`src/rtl/wdog_pkg.sv`:
```
package wdog_pkg;
  localparam int DATA_W     = 32;
  localparam int CTRL_WORD  = 0;
  localparam int TIMER_WORD = 1;
  localparam int FLAG_BIT   = 31;

  typedef enum logic [1:0] {
    ACT_OFF     = 2'd0,
    ACT_IRQ     = 2'd1,
    ACT_NMI     = 2'd2,
    ACT_CHIPRST = 2'd3
  } wd_action_e;
endpackage

```
`src/rtl/wdog_bus_slave.sv`:
```
module wdog_bus_slave
  import wdog_pkg::*;
#(
  parameter int ADDR_W = 4,
  parameter int CNT_W  = 32
) (
  input  logic              clk,
  input  logic              sys_rst,
  input  logic              req_valid,
  output logic              req_ready,
  input  logic              req_write,
  input  logic [ADDR_W-1:0] req_addr,
  input  logic [DATA_W-1:0] req_wdata,
  output logic              rsp_valid,
  input  logic              rsp_ready,
  output logic [DATA_W-1:0] rsp_rdata,
  input  wd_action_e        cur_action,
  input  logic [CNT_W-1:0]  cur_count,
  input  logic              cause_flag,
  output logic              ctrl_we,
  output wd_action_e        ctrl_wdata,
  output logic              tmr_we,
  output logic [CNT_W-1:0]  tmr_wdata
);
  localparam int WORD_W = ADDR_W - 2;

  logic              accept;
  logic              aligned;
  logic [WORD_W-1:0] word;
  logic              hit_ctrl;
  logic              hit_tmr;
  logic [DATA_W-1:0] rd_next;

  // a new request only while no response is stuck waiting
  assign req_ready = !rsp_valid || rsp_ready;
  assign accept    = req_valid && req_ready;

  assign word     = req_addr[ADDR_W-1:2];
  assign aligned  = (req_addr[1:0] == 2'b00);
  assign hit_ctrl = aligned && (word == WORD_W'(CTRL_WORD));
  assign hit_tmr  = aligned && (word == WORD_W'(TIMER_WORD));

  assign ctrl_we    = accept && req_write && hit_ctrl;
  assign ctrl_wdata = wd_action_e'(req_wdata[1:0]);
  assign tmr_we     = accept && req_write && hit_tmr;
  assign tmr_wdata  = req_wdata[CNT_W-1:0];

  always_comb begin
    rd_next = '0;
    if (!req_write) begin
      if (hit_ctrl) begin
        rd_next[1:0]     = cur_action;
        rd_next[FLAG_BIT] = cause_flag;
      end else if (hit_tmr) begin
        rd_next[CNT_W-1:0] = cur_count;
      end
    end
  end

  always_ff @(posedge clk) begin
    if (sys_rst) begin
      rsp_valid <= 1'b0;
      rsp_rdata <= '0;
    end else if (accept) begin
      rsp_valid <= 1'b1;
      rsp_rdata <= rd_next;
    end else if (rsp_ready) begin
      rsp_valid <= 1'b0;
    end
  end
endmodule

```
`src/rtl/wdog_reload_pipe.sv`:
```
module wdog_reload_pipe #(
  parameter int W   = 32,
  parameter int LAT = 3
) (
  input  logic         clk,
  input  logic         sys_rst,
  input  logic         in_en,
  input  logic [W-1:0] in_val,
  output logic         out_en,
  output logic [W-1:0] out_val
);
  logic         vld [LAT];
  logic [W-1:0] dat [LAT];

  generate
    for (genvar s = 0; s < LAT; s++) begin : g_stage
      if (s == 0) begin : g_head
        always_ff @(posedge clk) begin
          if (sys_rst) vld[0] <= 1'b0;
          else         vld[0] <= in_en;
        end
        always_ff @(posedge clk) begin
          if (in_en) dat[0] <= in_val;
        end
      end else begin : g_body
        always_ff @(posedge clk) begin
          if (sys_rst) vld[s] <= 1'b0;
          else         vld[s] <= vld[s-1];
        end
        always_ff @(posedge clk) begin
          dat[s] <= dat[s-1];
        end
      end
    end
  endgenerate

  assign out_en  = vld[LAT-1];
  assign out_val = dat[LAT-1];
endmodule

```
`src/rtl/wdog_count_core.sv`:
```
module wdog_count_core
  import wdog_pkg::*;
#(
  parameter int CNT_W = 32
) (
  input  logic             clk,
  input  logic             sys_rst,
  input  logic             por_n,
  input  wd_action_e       action,
  input  logic             load_en,
  input  logic [CNT_W-1:0] load_val,
  output logic [CNT_W-1:0] count,
  output logic             irq_pulse,
  output logic             nmi_pulse,
  output logic             chip_req,
  output logic             cause_flag
);
  logic armed;
  logic expire;

  assign armed  = (action != ACT_OFF);
  // a reload landing on the final step takes priority
  assign expire = armed && !load_en && (count == CNT_W'(1));

  always_ff @(posedge clk) begin
    if (sys_rst)                          count <= '1;
    else if (load_en)                     count <= load_val;
    else if (armed && (count != '0))      count <= count - CNT_W'(1);
  end

  generate
    for (genvar a = 1; a < 4; a++) begin : g_act
      logic q;
      always_ff @(posedge clk) begin
        if (sys_rst) q <= 1'b0;
        else         q <= expire && (action == wd_action_e'(a));
      end
    end
  endgenerate

  assign irq_pulse = g_act[1].q;
  assign nmi_pulse = g_act[2].q;
  assign chip_req  = g_act[3].q;

  // lives in the power-on domain only
  always_ff @(posedge clk) begin
    if (!por_n)                                   cause_flag <= 1'b0;
    else if (expire && (action == ACT_CHIPRST))   cause_flag <= 1'b1;
  end
endmodule

```
`src/rtl/wdog_periph.sv`:
```
module wdog_periph
  import wdog_pkg::*;
#(
  parameter int ADDR_W     = 4,
  parameter int CNT_W      = 32,
  parameter int RELOAD_LAT = 3
) (
  input  logic              clk,
  input  logic              por_n,
  input  logic              rst_n,
  input  logic              req_valid,
  output logic              req_ready,
  input  logic              req_write,
  input  logic [ADDR_W-1:0] req_addr,
  input  logic [31:0]       req_wdata,
  output logic              rsp_valid,
  input  logic              rsp_ready,
  output logic [31:0]       rsp_rdata,
  output logic              irq_pulse_o,
  output logic              nmi_pulse_o,
  output logic              chip_rst_req_o
);
  logic             sys_rst;
  wd_action_e       action_q;
  logic             ctrl_we;
  wd_action_e       ctrl_wdata;
  logic             tmr_we;
  logic [CNT_W-1:0] tmr_wdata;
  logic             load_en;
  logic [CNT_W-1:0] load_val;
  logic [CNT_W-1:0] count;
  logic             cause_flag;

  assign sys_rst = !rst_n || !por_n;

  always_ff @(posedge clk) begin
    if (sys_rst)      action_q <= ACT_OFF;
    else if (ctrl_we) action_q <= ctrl_wdata;
  end

  wdog_bus_slave #(.ADDR_W(ADDR_W), .CNT_W(CNT_W)) u_bus (
    .clk        (clk),
    .sys_rst    (sys_rst),
    .req_valid  (req_valid),
    .req_ready  (req_ready),
    .req_write  (req_write),
    .req_addr   (req_addr),
    .req_wdata  (req_wdata),
    .rsp_valid  (rsp_valid),
    .rsp_ready  (rsp_ready),
    .rsp_rdata  (rsp_rdata),
    .cur_action (action_q),
    .cur_count  (count),
    .cause_flag (cause_flag),
    .ctrl_we    (ctrl_we),
    .ctrl_wdata (ctrl_wdata),
    .tmr_we     (tmr_we),
    .tmr_wdata  (tmr_wdata)
  );

  wdog_reload_pipe #(.W(CNT_W), .LAT(RELOAD_LAT)) u_pipe (
    .clk     (clk),
    .sys_rst (sys_rst),
    .in_en   (tmr_we),
    .in_val  (tmr_wdata),
    .out_en  (load_en),
    .out_val (load_val)
  );

  wdog_count_core #(.CNT_W(CNT_W)) u_core (
    .clk        (clk),
    .sys_rst    (sys_rst),
    .por_n      (por_n),
    .action     (action_q),
    .load_en    (load_en),
    .load_val   (load_val),
    .count      (count),
    .irq_pulse  (irq_pulse_o),
    .nmi_pulse  (nmi_pulse_o),
    .chip_req   (chip_rst_req_o),
    .cause_flag (cause_flag)
  );
endmodule

```
`config.mk`:
```
export PLATFORM = sky130hd
export DESIGN_NAME = wdog_periph
export DESIGN_NICKNAME = d
export VERILOG_FILES = /design/src/rtl/wdog_pkg.sv /design/src/rtl/wdog_bus_slave.sv /design/src/rtl/wdog_reload_pipe.sv /design/src/rtl/wdog_count_core.sv /design/src/rtl/wdog_periph.sv
export SDC_FILE = /design/constraint.sdc
export NUM_CORES = 1
export LEC_CHECK = 0
export BUFFER_PORTS_ARGS = -buffer_cell sky130_fd_sc_hd__buf_2
export CAP_MARGIN = 20
export CORE_ASPECT_RATIO = 0.9
export CORE_MARGIN = 5
export CORE_UTILIZATION = 45
export CTS_CLUSTER_SIZE = 14
export DETAILED_ROUTE_END_ITERATION = 10
export GPL_TIMING_DRIVEN = 0
export PLACE_DENSITY = 0.68
export SLEW_MARGIN = 40
export SYNTH_ARGS = -nofsm -noshare
export SYNTH_HDL_FRONTEND = slang
export SYNTH_SLANG_ARGS = --single-unit
```
`constraint.sdc`:
```
create_clock -name clk -period 4 [get_ports clk]
set_clock_uncertainty 0.15 [all_clocks]
set_input_delay 1 -clock clk [delete_from_list [all_inputs] [get_ports clk]]
set_output_delay 1 -clock clk [all_outputs]
set_load 0.03 [all_outputs]
```
; Word-level counts from Yosys, hierarchy flattened
; Memory sizes are Yosys's and may differ from the RTL's.
; Cells that the tools add are included.
[totals]
out_inout_bits = 37
register_bits = 71
n_memories = 2
in_bits = 42
ramBits = 99
elab_cells = 60
[mem_list]
columns = name, depth, width, rd, rd_ports_with_merged_regs, wr, line
row1 = u_pipe.dat, 3, 32, 3, 0, 3, wdog_reload_pipe.sv:13  ; logic [W-1:0] dat [LAT];
row2 = u_pipe.vld, 3, 1, 3, 0, 3, wdog_reload_pipe.sv:12  ; logic vld [LAT];
[op_classes]
n_mux = 17
n_bitwise = 3
addsub = 1
n_eq_ne = 5
n_reduce_logical = 24
[ops]
columns = operator, count
row1 = 32-bit two-way mux, 4
row2 = 32-bit by 1-bit == test with 1-bit output (second input constant), 1
row3 = 32-bit nonzero test, 1
row4 = 32-bit by 1-bit subtractor with 32-bit output (second input constant), 1
row5 = 29-bit two-way mux, 1
row6 = 1-bit logical AND, 12
row7 = 1-bit two-way mux, 11
row8 = 2-bit nonzero test, 3
row9 = 2-bit by 1-bit == test with 1-bit output (second input constant), 2
row10 = 2-bit == test (second input constant), 2
row11 = 1-bit logical NOT, 4
row12 = 2-bit logical NOT, 2
row13 = 1-bit OR, 3
row14 = 1-bit logical OR, 2
row15 = 2-bit two-way mux, 1

; Logic depth before layout (Yosys ltp)
[depth]
depth_word = 7
mapped_depth = 7
depth_no_buf = 7

; Modules after synthesis
; Synthesis repeated with hierarchy kept, for this count alone.
[unflattened]
cells_unflattened = 541
area_unflattened_um2 = 6307.3
[by_module_without_submodules]
columns = module, seq_area_each_um2, instances, area_each_um2, cells_each
row1 = wdog_reload_pipe, 2302.2, 1, 2561.2, 134
row2 = wdog_count_core, 720.7, 1, 2299.7, 278
row3 = wdog_bus_slave, 660.6, 1, 1375.1, 122
row4 = wdog_periph, 40.0, 1, 71.3, 7

; Least setup slack after synthesis
; OpenSTA, ideal clock, no wires.
[synth_timing]
path_type = in2reg
start = input rsp_ready
end = memory u_pipe.dat[0][0] (enable)
setup_time_ns = 0.461
required_time_ns = 3.389
path_slack_ns = -0.395
arrival_time_ns = 3.784
n_path_buf = 0
cell_stages = 3
cell_sequence = nand2b_1 nand3_1 nor3_1
[synth_rtl]
columns = element, line
row1 = "start, declared", wdog_periph.sv:17  ; input logic rsp_ready,
row2 = "end, declared", wdog_reload_pipe.sv:13

; Worst setup path in the final report
[layout_timing]
start = input por_n
end = register u_core.count[14]
[layout_between]
elab_chain_len = 2
[layout_rtl]
columns = element, line
row1 = "start, declared", wdog_periph.sv:9  ; input logic por_n,
row2 = 1-bit logical NOT, --
row3 = 1-bit logical OR, wdog_periph.sv:34  ; assign sys_rst = !rst_n || !por_n;
row4 = "end signal, assigned", wdog_count_core.sv:27  ; else if (load_en) count <= load_val;
row5 = "end signal, assigned", wdog_count_core.sv:28  ; else if (armed && (count != '0)) count <= count - CNT_W'(1);
row6 = "end, declared", wdog_count_core.sv:12  ; output logic [CNT_W-1:0] count,
; Every way passes these cells.
; A chain may end at the register's enable or synchronous reset.

==> metrics.md <==
| Metric | Value |
|---|---|
| Most frequent cells in the layout | dfxtp_1, buf_2, nor2_1, edfxtp_1, nor3_1 |
| Worst path cell trace | buf_2 > and2_1 > clkbuf_1 > clkbuf_1 > clkbuf_1 > nand2_1 > a31oi_1 > o41ai_1 |
| Initial antenna violation count | 0 |
| Post-CTS Resized | 0 |
| CP max FO | 10 |
| CTS root buf | clkbuf_16 |
| Combinational cell fraction of total power | 0.022 |
| Cts bufs inserted | 17 |
| Status | completed |
| Slowest CP cell | clkbuf_1 |
| CP delay by family, top | buffers and inverters |
| Sw Share | 0.211 |
| Worst setup margin | 1070 ps |
| Tmin final | 2930 ps |
| DIE AREA | 15400 sq um |
| Seq/Total Area, Yosys | 0.637 |
| Height of the die | 118 um |
| Synth-to-Final Area Change | 20.7% |
| Total power | 3.42 mW |
| Mapped Area | 5840 sq um |
| Post-DP Area | 6470 sq um |
| Initial cell density of the core | 0.460 |
| Synth Net Count | 558 |
| Ports | 79 |
| Cell Pwr Density | 484 nW/um^2 |
| GRT Total Usage | 0.189 |
| Largest stage delay, worst path | 490 ps |
| Clock sink count | 170 |
| Placer Congestion | 0.897 |
| Total negative slack | 0 ps |
| Vias/cell | 5.59 |
| Clock transition at path regs | 70 ps |
| Post-DR wirelength/cell | 17.9 um |
| Max-Cap Viols | 0 |
| FF+latch count, synth | 170 |
| Final Hold Vio Count | 0 |
| Slew Viols, Final | 0 |
| CP Launch Type | primary input |
| Synth cell types | 51 |
| Slew headroom | 0.451 |
| Syn avg cell area | 11.4 sq um |
| H-tree depth | 4 |
| Yosys warning total | 0 |
| Die extent in x | 130 um |
| Diode count | 0 |
| Final net count | 657 |
| Cells after Synth | 514 |
| Post-route ant nets | 0 |
| Worst slew pin tran | 820 ps |
| Worst VDD drop | 0.347 mV |
| Reported net switching power | 0.720 mW |
| Dpl ws | 716 ps |
| CTS tree | done |
| Crit path DAT | 3070 ps |
| RSZ-0062 raised after global routing | false |
| Placement Rows | 39 |
| Wire length of the first global-routing pass | 22.2 mm |
| Routed vias | 4418 |
| Synth top area share | 0.473 |
| Crit path capture type | flop |
| Longest Clk Path Bufs | 2 |
| Int Power | 2.70 mW |
| Final setup violation count | 0 |
| Clock group share of total power | 0.463 |
| Commonest non-fill, non-tap cell in the layout | dfxtp_1 |
| Finished Cell Area | 7050 sq um |
| Leakage | 2.61 nW |
| Vias in the first global route | 4133 |
| Post-CTS Hold Fix Bufs | 0 |
| Dpl hpwl | 10.2 mm |
| Max Freq | 0.341 GHz |
| Area contributors post-synth | dfxtp_1, edfxtp_1, a22oi_1, nor2_1, nor3_1 |
| Port Buf Inserts | 78 |
| DRC Markers | 0 |
| Hold Worst Slack | 170 ps |
| Crit-path most repeated cell | clkbuf_1 |
| Reg power frac | 0.515 |
| Area leader, netlist | dfxtp_1 |
| Drt pass-1 iters | 5 |
| Initial DRC count | 403 |
| Critical Path RT | 4130 ps |
| Worst hold path class | flop to flop |
| Core box area | 12700 sq um |
| Total wire length | 14.2 mm |
| Largest net degree at the start of global routing | 17 |
| Proportion of layout cells with a drive suffix above 1 | 0.203 |
| Buf+Inv Stages, Crit Path | 4 |
| Clock latency on the worst-skew pair | 420 ps |
| Setup Buffers After CTS | 0 |
| Kind of critical path | primary input to flop |
| Crit share post-route | 0.733 |
| Total gr overflow | 0 |
## layout make-up
cell class,count,area (sq um)
tap,164,205
clock inverter,12,113
inverter,7,26.3
sequential,170,3720
fill,1102,5640
buffer,34,134
multi-input combinational,303,1970
timing repair buffer,80,413
clock buffer,20,468
## kinds of logic after synthesis
group	after synthesis	share of synthesized area
buffers and inverters	41	0.0274
multiplexers	10	0.0173
AND/OR/NAND/NOR	191	0.180
adder cells (fa/ha/maj)	2	0.00428
XOR/XNOR	5	0.00750
flip-flops	170	0.637
AO/OA/AOI/OAI	95	0.126
## registers in the layout (all words and copies together), names as in the netlist
name and count:
u_bus.rsp_rdata 32, u_bus.rsp_valid 1, u_core.count 32, u_core.irq_pulse 1, u_pipe.dat 96, action_q 2, u_core.chip_req 1, u_core.cause_flag 1
u_pipe.vld 3, u_core.nmi_pulse 1
## synthesized netlist by cell type, drive strengths merged
master,count
and4,1
a2111oi,1
nand3,12
edfxtp,32
or3b,1
nand4,13
o41ai,2
a311o,1
a31oi,6
nand2b,2
mux2i,9
a22oi,29
a211oi,3
o211ai,11
nand2,22
and3b,1
and3,10
ha,2
nor2,50
o31a,6
nor3,31
dfxtp,138
or2,2
inv,7
xnor2,2
and2,2
or4b,1
a222oi,3
mux2,1
or4,9
a21oi,7
nor4,20
nor4b,3
o21ai,10
buf,12
a2111o,3
nor2b,2
or3,6
o311a,10
nor3b,3
clkbuf,22
o31ai,3
xor2,3
## worst reg2reg max path, stage by stage (launching register included)
cell and delay (ps):
dfxtp_1 290, clkbuf_1 200, nor4_4 520, nand4_1 330, buf_2 300, nor4_1 480, nand2_1 200, nor3b_1 250
## metrics by stage
stage | cells | util
2_1_floorplan | 514 | -
3_3_place_gp | 756 | 0.508
3_5_place_dp | 758 | 0.510
4_1_cts | 790 | 0.556
5_1_grt | 790 | 0.556
6_report | 790 | 0.556
## layer usage
metal  wire, um  track usage  vias up
met1       6430        0.264     2079
met5          0            0        -
met4        123       0.0597        0
met2       6370        0.282      192
li1           -            -     2134
met3       1240       0.0544       13
## power by group through the flow
| stage | Sequential (mW) | Combinational, mW | Clock [mW] |
|---|---|---|---|
| CTS | 1.76 | 0.0756 | 1.61 |
| global placement | 1.80 | 0.0726 | 0 |
| global route | 1.76 | 0.0827 | 1.69 |
| detailed placement | 1.80 | 0.0750 | 0 |
| finish | 1.76 | 0.0759 | 1.58 |
| floorplan | 1.80 | 0.0340 | 0 |
## final timing paths
| path | startpoint | to | slack, ps | cells past startpoint |
|---|---|---|---|---|
| setup / recovery | por_n | u_core.count[14] | 1070 | 8 |
| hold / removal | u_pipe.dat[0][58] | u_pipe.dat[0][90] | 170 | 0 |
| setup reg to reg | u_core.count[17] | u_core.irq_pulse | 1190 | 7 |
| hold reg to reg | u_pipe.dat[0][58] | u_pipe.dat[0][90] | 170 | 0 |
(Power assumes the default switching activity.)
